==> config.mk <==
export PLATFORM = sky130hd
export DESIGN_NAME = light_irq_ctrl
export DESIGN_NICKNAME = d
export VERILOG_FILES = /design/src/rtl/light_irq_pkg.sv /design/src/rtl/lirq_qualify.sv /design/src/rtl/lirq_persist.sv /design/src/rtl/lirq_flag.sv /design/src/rtl/light_irq_ctrl.sv
export SDC_FILE = /design/constraint.sdc
export NUM_CORES = 1
export LEC_CHECK = 0
export ABC_AREA = 1
export BUFFER_PORTS_ARGS = -buffer_cell sky130_fd_sc_hd__buf_4
export CAP_MARGIN = 20
export CORE_MARGIN = 1
export CORE_UTILIZATION = 25
export CTS_CLUSTER_DIAMETER = 40
export DETAILED_ROUTE_END_ITERATION = 6
export GPL_TIMING_DRIVEN = 0
export PLACE_DENSITY = 0.48
export SYNTH_ARGS = -nofsm -noshare
export SYNTH_HDL_FRONTEND = slang
export SYNTH_SLANG_ARGS = --single-unit
==> constraint.sdc <==
create_clock -name clk -period 4.4 [get_ports clk]
set_input_delay 0.22 -clock clk [delete_from_list [all_inputs] [get_ports clk]]
set_output_delay 0.22 -clock clk [all_outputs]
set_load 0.01 [all_outputs]
==> src/rtl/light_irq_pkg.sv <==
package light_irq_pkg;

    localparam int LIRQ_DW = 20;   // result and limit width
    localparam int LIRQ_PW = 4;    // persistence field width
    localparam int LIRQ_CW = 3;    // delta step code width
    localparam int LIRQ_SW = 2;    // channel select width

    typedef enum logic [LIRQ_SW-1:0] {
        SRC_CLEAR = 2'b00,
        SRC_ALS   = 2'b01,
        SRC_ALT2  = 2'b10,
        SRC_ALT3  = 2'b11
    } src_sel_e;

    typedef enum logic {
        TRIG_WINDOW = 1'b0,
        TRIG_DELTA  = 1'b1
    } trig_mode_e;

    typedef struct packed {
        logic               vld;
        logic [LIRQ_DW-1:0] val;
    } sample_t;

    // Channel pick: only the all-zero code selects the unfiltered channel.
    function automatic logic [LIRQ_DW-1:0] pick_channel(
        input src_sel_e           sel,
        input logic [LIRQ_DW-1:0] clr_v,
        input logic [LIRQ_DW-1:0] als_v
    );
        return (sel == SRC_CLEAR) ? clr_v : als_v;
    endfunction

endpackage

==> src/rtl/lirq_qualify.sv <==
module lirq_qualify
    import light_irq_pkg::*;
#(
    parameter int DW = LIRQ_DW,
    parameter int CW = LIRQ_CW
) (
    input  logic          clk,
    input  logic          rst,
    input  logic          en,
    input  trig_mode_e    mode,
    input  logic          vld,
    input  logic [DW-1:0] val,
    input  logic [DW-1:0] hi,
    input  logic [DW-1:0] lo,
    input  logic [CW-1:0] code,
    output logic          qual
);

    localparam logic [DW-1:0] STEP_BASE = DW'(8);

    logic [DW-1:0] prev_q;
    logic          armed_q;
    trig_mode_e    mode_q;

    logic [DW-1:0] delta;
    logic [DW-1:0] step;
    logic          armed_now;
    logic          win_hit;
    logic          delta_hit;

    always_comb begin
        delta     = (val >= prev_q) ? (val - prev_q) : (prev_q - val);
        step      = STEP_BASE << code;
        armed_now = armed_q && (mode == mode_q);
        win_hit   = (val > hi) || (val < lo);
        delta_hit = armed_now && (delta > step);
        qual      = en && vld && ((mode == TRIG_DELTA) ? delta_hit : win_hit);
    end

    always_ff @(posedge clk) begin
        if (rst) begin
            prev_q  <= '0;
            armed_q <= 1'b0;
            mode_q  <= TRIG_WINDOW;
        end else begin
            mode_q <= mode;
            if (!en) begin
                armed_q <= 1'b0;
            end else if (vld) begin
                armed_q <= 1'b1;
                prev_q  <= val;
            end else if (mode != mode_q) begin
                armed_q <= 1'b0;
            end
        end
    end

    AST_FIRST_SILENT: assert property (@(posedge clk) disable iff (rst)
        (en && vld && mode == TRIG_DELTA && !armed_q) |-> !qual);

    AST_ARM_AFTER_SAMPLE: assert property (@(posedge clk) disable iff (rst)
        (en && vld) |=> armed_q);

endmodule

==> src/rtl/lirq_persist.sv <==
module lirq_persist #(
    parameter int PW = 4
) (
    input  logic          clk,
    input  logic          rst,
    input  logic          en,
    input  logic          vld,
    input  logic          qual,
    input  logic [PW-1:0] persist,
    output logic          fire
);

    localparam int CNTW = PW + 1;
    localparam logic [CNTW-1:0] CNT_MAX = CNTW'(1) << PW;

    logic [CNTW-1:0] cnt_q;
    logic [CNTW-1:0] target;
    logic [CNTW-1:0] bumped;

    always_comb begin
        target = CNTW'(persist) + CNTW'(1);
        bumped = cnt_q + CNTW'(1);
        fire   = qual && (bumped >= target);
    end

    always_ff @(posedge clk) begin
        if (rst || !en) begin
            cnt_q <= '0;
        end else if (vld) begin
            if (qual) cnt_q <= (bumped > target) ? target : bumped;
            else      cnt_q <= '0;
        end
    end

    AST_NO_OVERFLOW: assert property (@(posedge clk) disable iff (rst)
        cnt_q <= CNT_MAX);

    AST_MISS_CLEARS: assert property (@(posedge clk) disable iff (rst)
        (en && vld && !qual) |=> (cnt_q == '0));

    AST_IDLE_ZERO: assert property (@(posedge clk) disable iff (rst)
        !en |=> (cnt_q == '0));

endmodule

==> src/rtl/lirq_flag.sv <==
module lirq_flag (
    input  logic clk,
    input  logic rst,
    input  logic en,
    input  logic fire,
    input  logic rd_clr,
    output logic flag,
    output logic pin_n
);

    always_ff @(posedge clk) begin
        if (rst)         flag <= 1'b0;
        else if (fire)   flag <= 1'b1;
        else if (rd_clr) flag <= 1'b0;
    end

    always_comb pin_n = !(flag && en);

    AST_FIRE_SETS: assert property (@(posedge clk) disable iff (rst)
        fire |=> flag);

    AST_READ_CLEARS: assert property (@(posedge clk) disable iff (rst)
        (rd_clr && !fire) |=> !flag);

    AST_FLAG_HOLDS: assert property (@(posedge clk) disable iff (rst)
        (!fire && !rd_clr) |=> $stable(flag));

endmodule

==> src/rtl/light_irq_ctrl.sv <==
module light_irq_ctrl
    import light_irq_pkg::*;
#(
    parameter int DW = LIRQ_DW,
    parameter int PW = LIRQ_PW,
    parameter int CW = LIRQ_CW,
    parameter int SW = LIRQ_SW
) (
    input  logic          clk,
    input  logic          rst,
    input  logic          sample_vld,
    input  logic [DW-1:0] clear_data,
    input  logic [DW-1:0] als_data,
    input  logic          irq_en,
    input  logic          var_mode,
    input  logic [SW-1:0] src_sel,
    input  logic [PW-1:0] persist,
    input  logic [DW-1:0] thr_hi,
    input  logic [DW-1:0] thr_lo,
    input  logic [CW-1:0] var_code,
    input  logic          stat_rd_clr,
    output logic          irq_flag,
    output logic          irq_n
);

    sample_t    smp;
    trig_mode_e mode;
    logic       qual_w;
    logic       fire_w;

    always_comb begin
        smp.vld = sample_vld;
        smp.val = pick_channel(src_sel_e'(src_sel), clear_data, als_data);
        mode    = trig_mode_e'(var_mode);
    end

    lirq_qualify #(.DW(DW), .CW(CW)) u_qualify (
        .clk  (clk),
        .rst  (rst),
        .en   (irq_en),
        .mode (mode),
        .vld  (smp.vld),
        .val  (smp.val),
        .hi   (thr_hi),
        .lo   (thr_lo),
        .code (var_code),
        .qual (qual_w)
    );

    lirq_persist #(.PW(PW)) u_persist (
        .clk     (clk),
        .rst     (rst),
        .en      (irq_en),
        .vld     (smp.vld),
        .qual    (qual_w),
        .persist (persist),
        .fire    (fire_w)
    );

    lirq_flag u_flag (
        .clk    (clk),
        .rst    (rst),
        .en     (irq_en),
        .fire   (fire_w),
        .rd_clr (stat_rd_clr),
        .flag   (irq_flag),
        .pin_n  (irq_n)
    );

    AST_DISABLED_QUIET: assert property (@(posedge clk) disable iff (rst)
        !irq_en |-> !fire_w);

    AST_WINDOW_ABOVE: assert property (@(posedge clk) disable iff (rst)
        (irq_en && sample_vld && !var_mode && (smp.val > thr_hi)) |-> qual_w);

    AST_PIN_RELEASE: assert property (@(posedge clk) disable iff (rst)
        $fell(irq_en) |-> irq_n);

endmodule

==> impl_metrics.tcl <==
set metrics [dict create \
    worstMarginPinSlew_ps 655 \
    seq_area_frac_synth_pct 10.4 \
    synth_fa_ha_area_share_pct 22.4 \
    setup_viol 0 \
    critPathCaptureType "register" \
    cpPeakStageDelay_ps 440 \
    vdd_drop_max_mv 0.126 \
    finalCritPeriodShare_pct 92.2 \
    io_buffers 96 \
    syn2layout_area_growth_pct 27.5 \
    instances_no_fill 1315 \
    dieHeight_um 149 \
    die_x_um 149 \
    pwr_density_cell_mw_per_mm2 217 \
    critPathKind "primary input to register" \
    io_pins 97 \
    met1_usage_pct 21.3 \
    synth_common_cells "nand2_1 (260), inv_1 (209), ha_1 (93)" \
    cts_root_buffer "clkbuf_16" \
    worstPathArrival_ps 4260 \
    yosys_register_bits 28 \
    yosysTopAreaCellShare_pct 21.7 \
    finalCriticalPeriod_ps 4060 \
    placed_cells 1308 \
    dr.first_iter.drc_count 166 \
    ys.flop_type "dfxtp_1" \
    use_met3_pct 1.10 \
    drtPass1Iterations 4 \
    synth_area_mm2 0.00537 \
    skew_ps 2.32 \
    ys_warn_count 0 \
    wl_mm 17.0 \
    synthXorXnorAreaFrac_pct 2.61 \
    grt_max_degree 20 \
    cts_buffers 3 \
    grt_pass1_vias 5665 \
    synth_area_per_cell_um2 5.73 \
    final_core_util_pct 32.6 \
    cp_max_fo 19 \
    start_util_pct 25.5 \
    crit_family "simple AND/OR/NAND/NOR gates" \
    grt.met2_usage_pct 27.4 \
    leakage_nw 3.81 \
    grt_pass1_wl_mm 27.6 \
    synth_top_family_by_area "simple AND/OR/NAND/NOR gates" \
    synth-async-reset-ratio_pct 0 \
    max_freq_mhz 247 \
    antenna_found_initial 0 \
    clkSlewWorstSetupHoldPaths_ps 80 \
    nNetsFinal 1231 \
    clk_path_buf_depth 2 \
    post-dp-hpwl_mm 14.9 \
    status "complete, no violations" \
    core_region_area_mm2 0.0210 \
    drive_gt1_share_pct 16.5 \
    avgRoutedWirePerCell_um 12.9 \
    yosysUniqueCellTypes 38 \
    placed_cell_area_mm2 0.00643 \
    maxCapViolCount 0 \
    cts_hold_buf 0 \
    hold_violations 0 \
    drc 0 \
    yosys.area_share.simple_pct 31.8 \
    grt_setup_unrepaired "no" \
    numClockSinks 28 \
    vias 5853 \
    maxSlewHeadroom_pct 56.3 \
    critPathRequiredTime_ps 4610 \
    fin_area_mm2 0.00684 \
    fp.dieArea_mm2 0.0221 \
    grt_busiest_layer "met2" \
    hold_class "primary input to register" \
    clk_latency_ps 270 \
    synth_edf_count 0 \
    cts_htree_levels 1 \
    antennaDiodeCount 0 \
    vias_per_cell 4.45 \
    drv_slew 0 \
    track_usage_pct 15.8 \
    synthMuxAreaShare_pct 0.769 \
    overflow 0 \
    finalWeightedCongestion 0.830 \
    syn_inst 937 \
    synth_top_area_cell "ha_1" \
    synth-compound-area-share_pct 15.7 \
    cts_tree "built" \
    cp_num_buf_inv 7 \
    synth_fp_nets 1127 \
    start_kind "primary input" \
    rows 53 \
    synthTopCellsByArea "ha_1 (22%), nand2_1 (18%), inv_1 (15%)" \
    cp_slowest_cell "ha_2" \
    postRouteAntennaNets 0 \
    yosysMostFrequentCell "nand2_1" \
    nFillCells 2399 \
]
==> registers in the layout, summed over array words and instances, names as in the netlist <==
signal,flops
u_qualify.prev_q,20
u_flag.flag,1
u_persist.cnt_q,5
u_qualify.mode_q,1
u_qualify.armed_q,1
==> power breakdown <==
group	switching (mW)	internal, mW
Clock	0.101	0.182
Combinational	0.554	0.375
Sequential	0.00746	0.267
==> worst register-to-register path: cells and delay by family, from the launching register on <==
kind,cells,cell delay [ps]
XOR/XNOR,1,190
AO/OA/AOI/OAI,6,1050
AND/OR/NAND/NOR,11,1000
adder cells (fa/ha/maj),3,980
buffers and inverters,2,260
flip-flops,1,320
==> cell type report <==
cell class / instances / area [um2] / share of cell area (%)
Inverter: 215 / 808 / 11.8
Sequential cell: 28 / 561 / 8.19
Clock buffer: 3 / 75.1 / 1.10
Buffer: 13 / 103 / 1.50
Timing Repair Buffer: 100 / 751 / 11.0
Multi-Input combinational cell: 680 / 4170 / 61.0
Tap cell: 275 / 344 / 5.03
Clock inverter: 1 / 30.0 / 0.439
==> layer usage <==
metal,vias to the layer above,part of all wire [%],wire length (um)
met2,94,47,7940
met3,9,2.7,452
li1,3146,-,-
met4,0,1.2,202
met5,-,0,0
met1,2604,49,8380
==> layout by cell type (no fill, tap or decap), drive strengths merged, types with 2 or more instances in the layout <==
cell | synthesis | routed
a21o | 3 | 3
mux2i | 3 | 3
nand3 | 60 | 60
inv | 214 | 214
o221ai | 2 | 2
a21oi | 78 | 78
clkbuf | 9 | 10
a31oi | 4 | 4
xnor2 | 8 | 8
dfxtp | 28 | 28
nor2 | 55 | 55
o21a | 3 | 3
nand2 | 269 | 269
o22ai | 2 | 2
o21ai | 64 | 64
nand4 | 15 | 15
xor2 | 8 | 8
fa | 2 | 2
nor3 | 6 | 6
ha | 93 | 93
buf | 5 | 106
==> path summary, 6_finish.rpt <==
kind | start | depth (start not counted) | to | slack [ps]
worst max-delay path | src_sel[1] | 30 | u_persist.cnt_q[3] | 340
worst min-delay path | var_mode | 3 | u_qualify.mode_q | 190
worst max register to register | u_qualify.prev_q[0] | 23 | u_persist.cnt_q[3] | 540
worst min register to register | u_persist.cnt_q[4] | 2 | u_persist.cnt_q[4] | 480
==> stage by stage <==
step	total power, mW	hold slack, ps	TNS [ps]	worst slack [ps]
3_3_place_gp	1.15	471	-8100	-1360
6_report	1.49	192	0	345
5_1_grt	1.63	218	0	3.92
4_1_cts	1.48	186	0	85.7
2_1_floorplan	0.891	345	0	376
3_5_place_dp	1.16	473	-8300	-1390
==> repair_timing <==
action | in CTS | in global routing
pin swaps | 3 | 2
endpoints found under the setup margin | 6 | 6
gates resized for setup | 56 | 22
buffers inserted | 4 | 0
cloned | 0 | 0
==> cell families after synthesis <==
group	Yosys count
and+or+nand+nor	406
buffers and inverters	229
AOI/OAI and AO/OA	159
adders and majority gates	95
DFF	28
xor gates and xnor gates	16
muxes	4
Note: power is estimated with default switching activity, not from simulation.
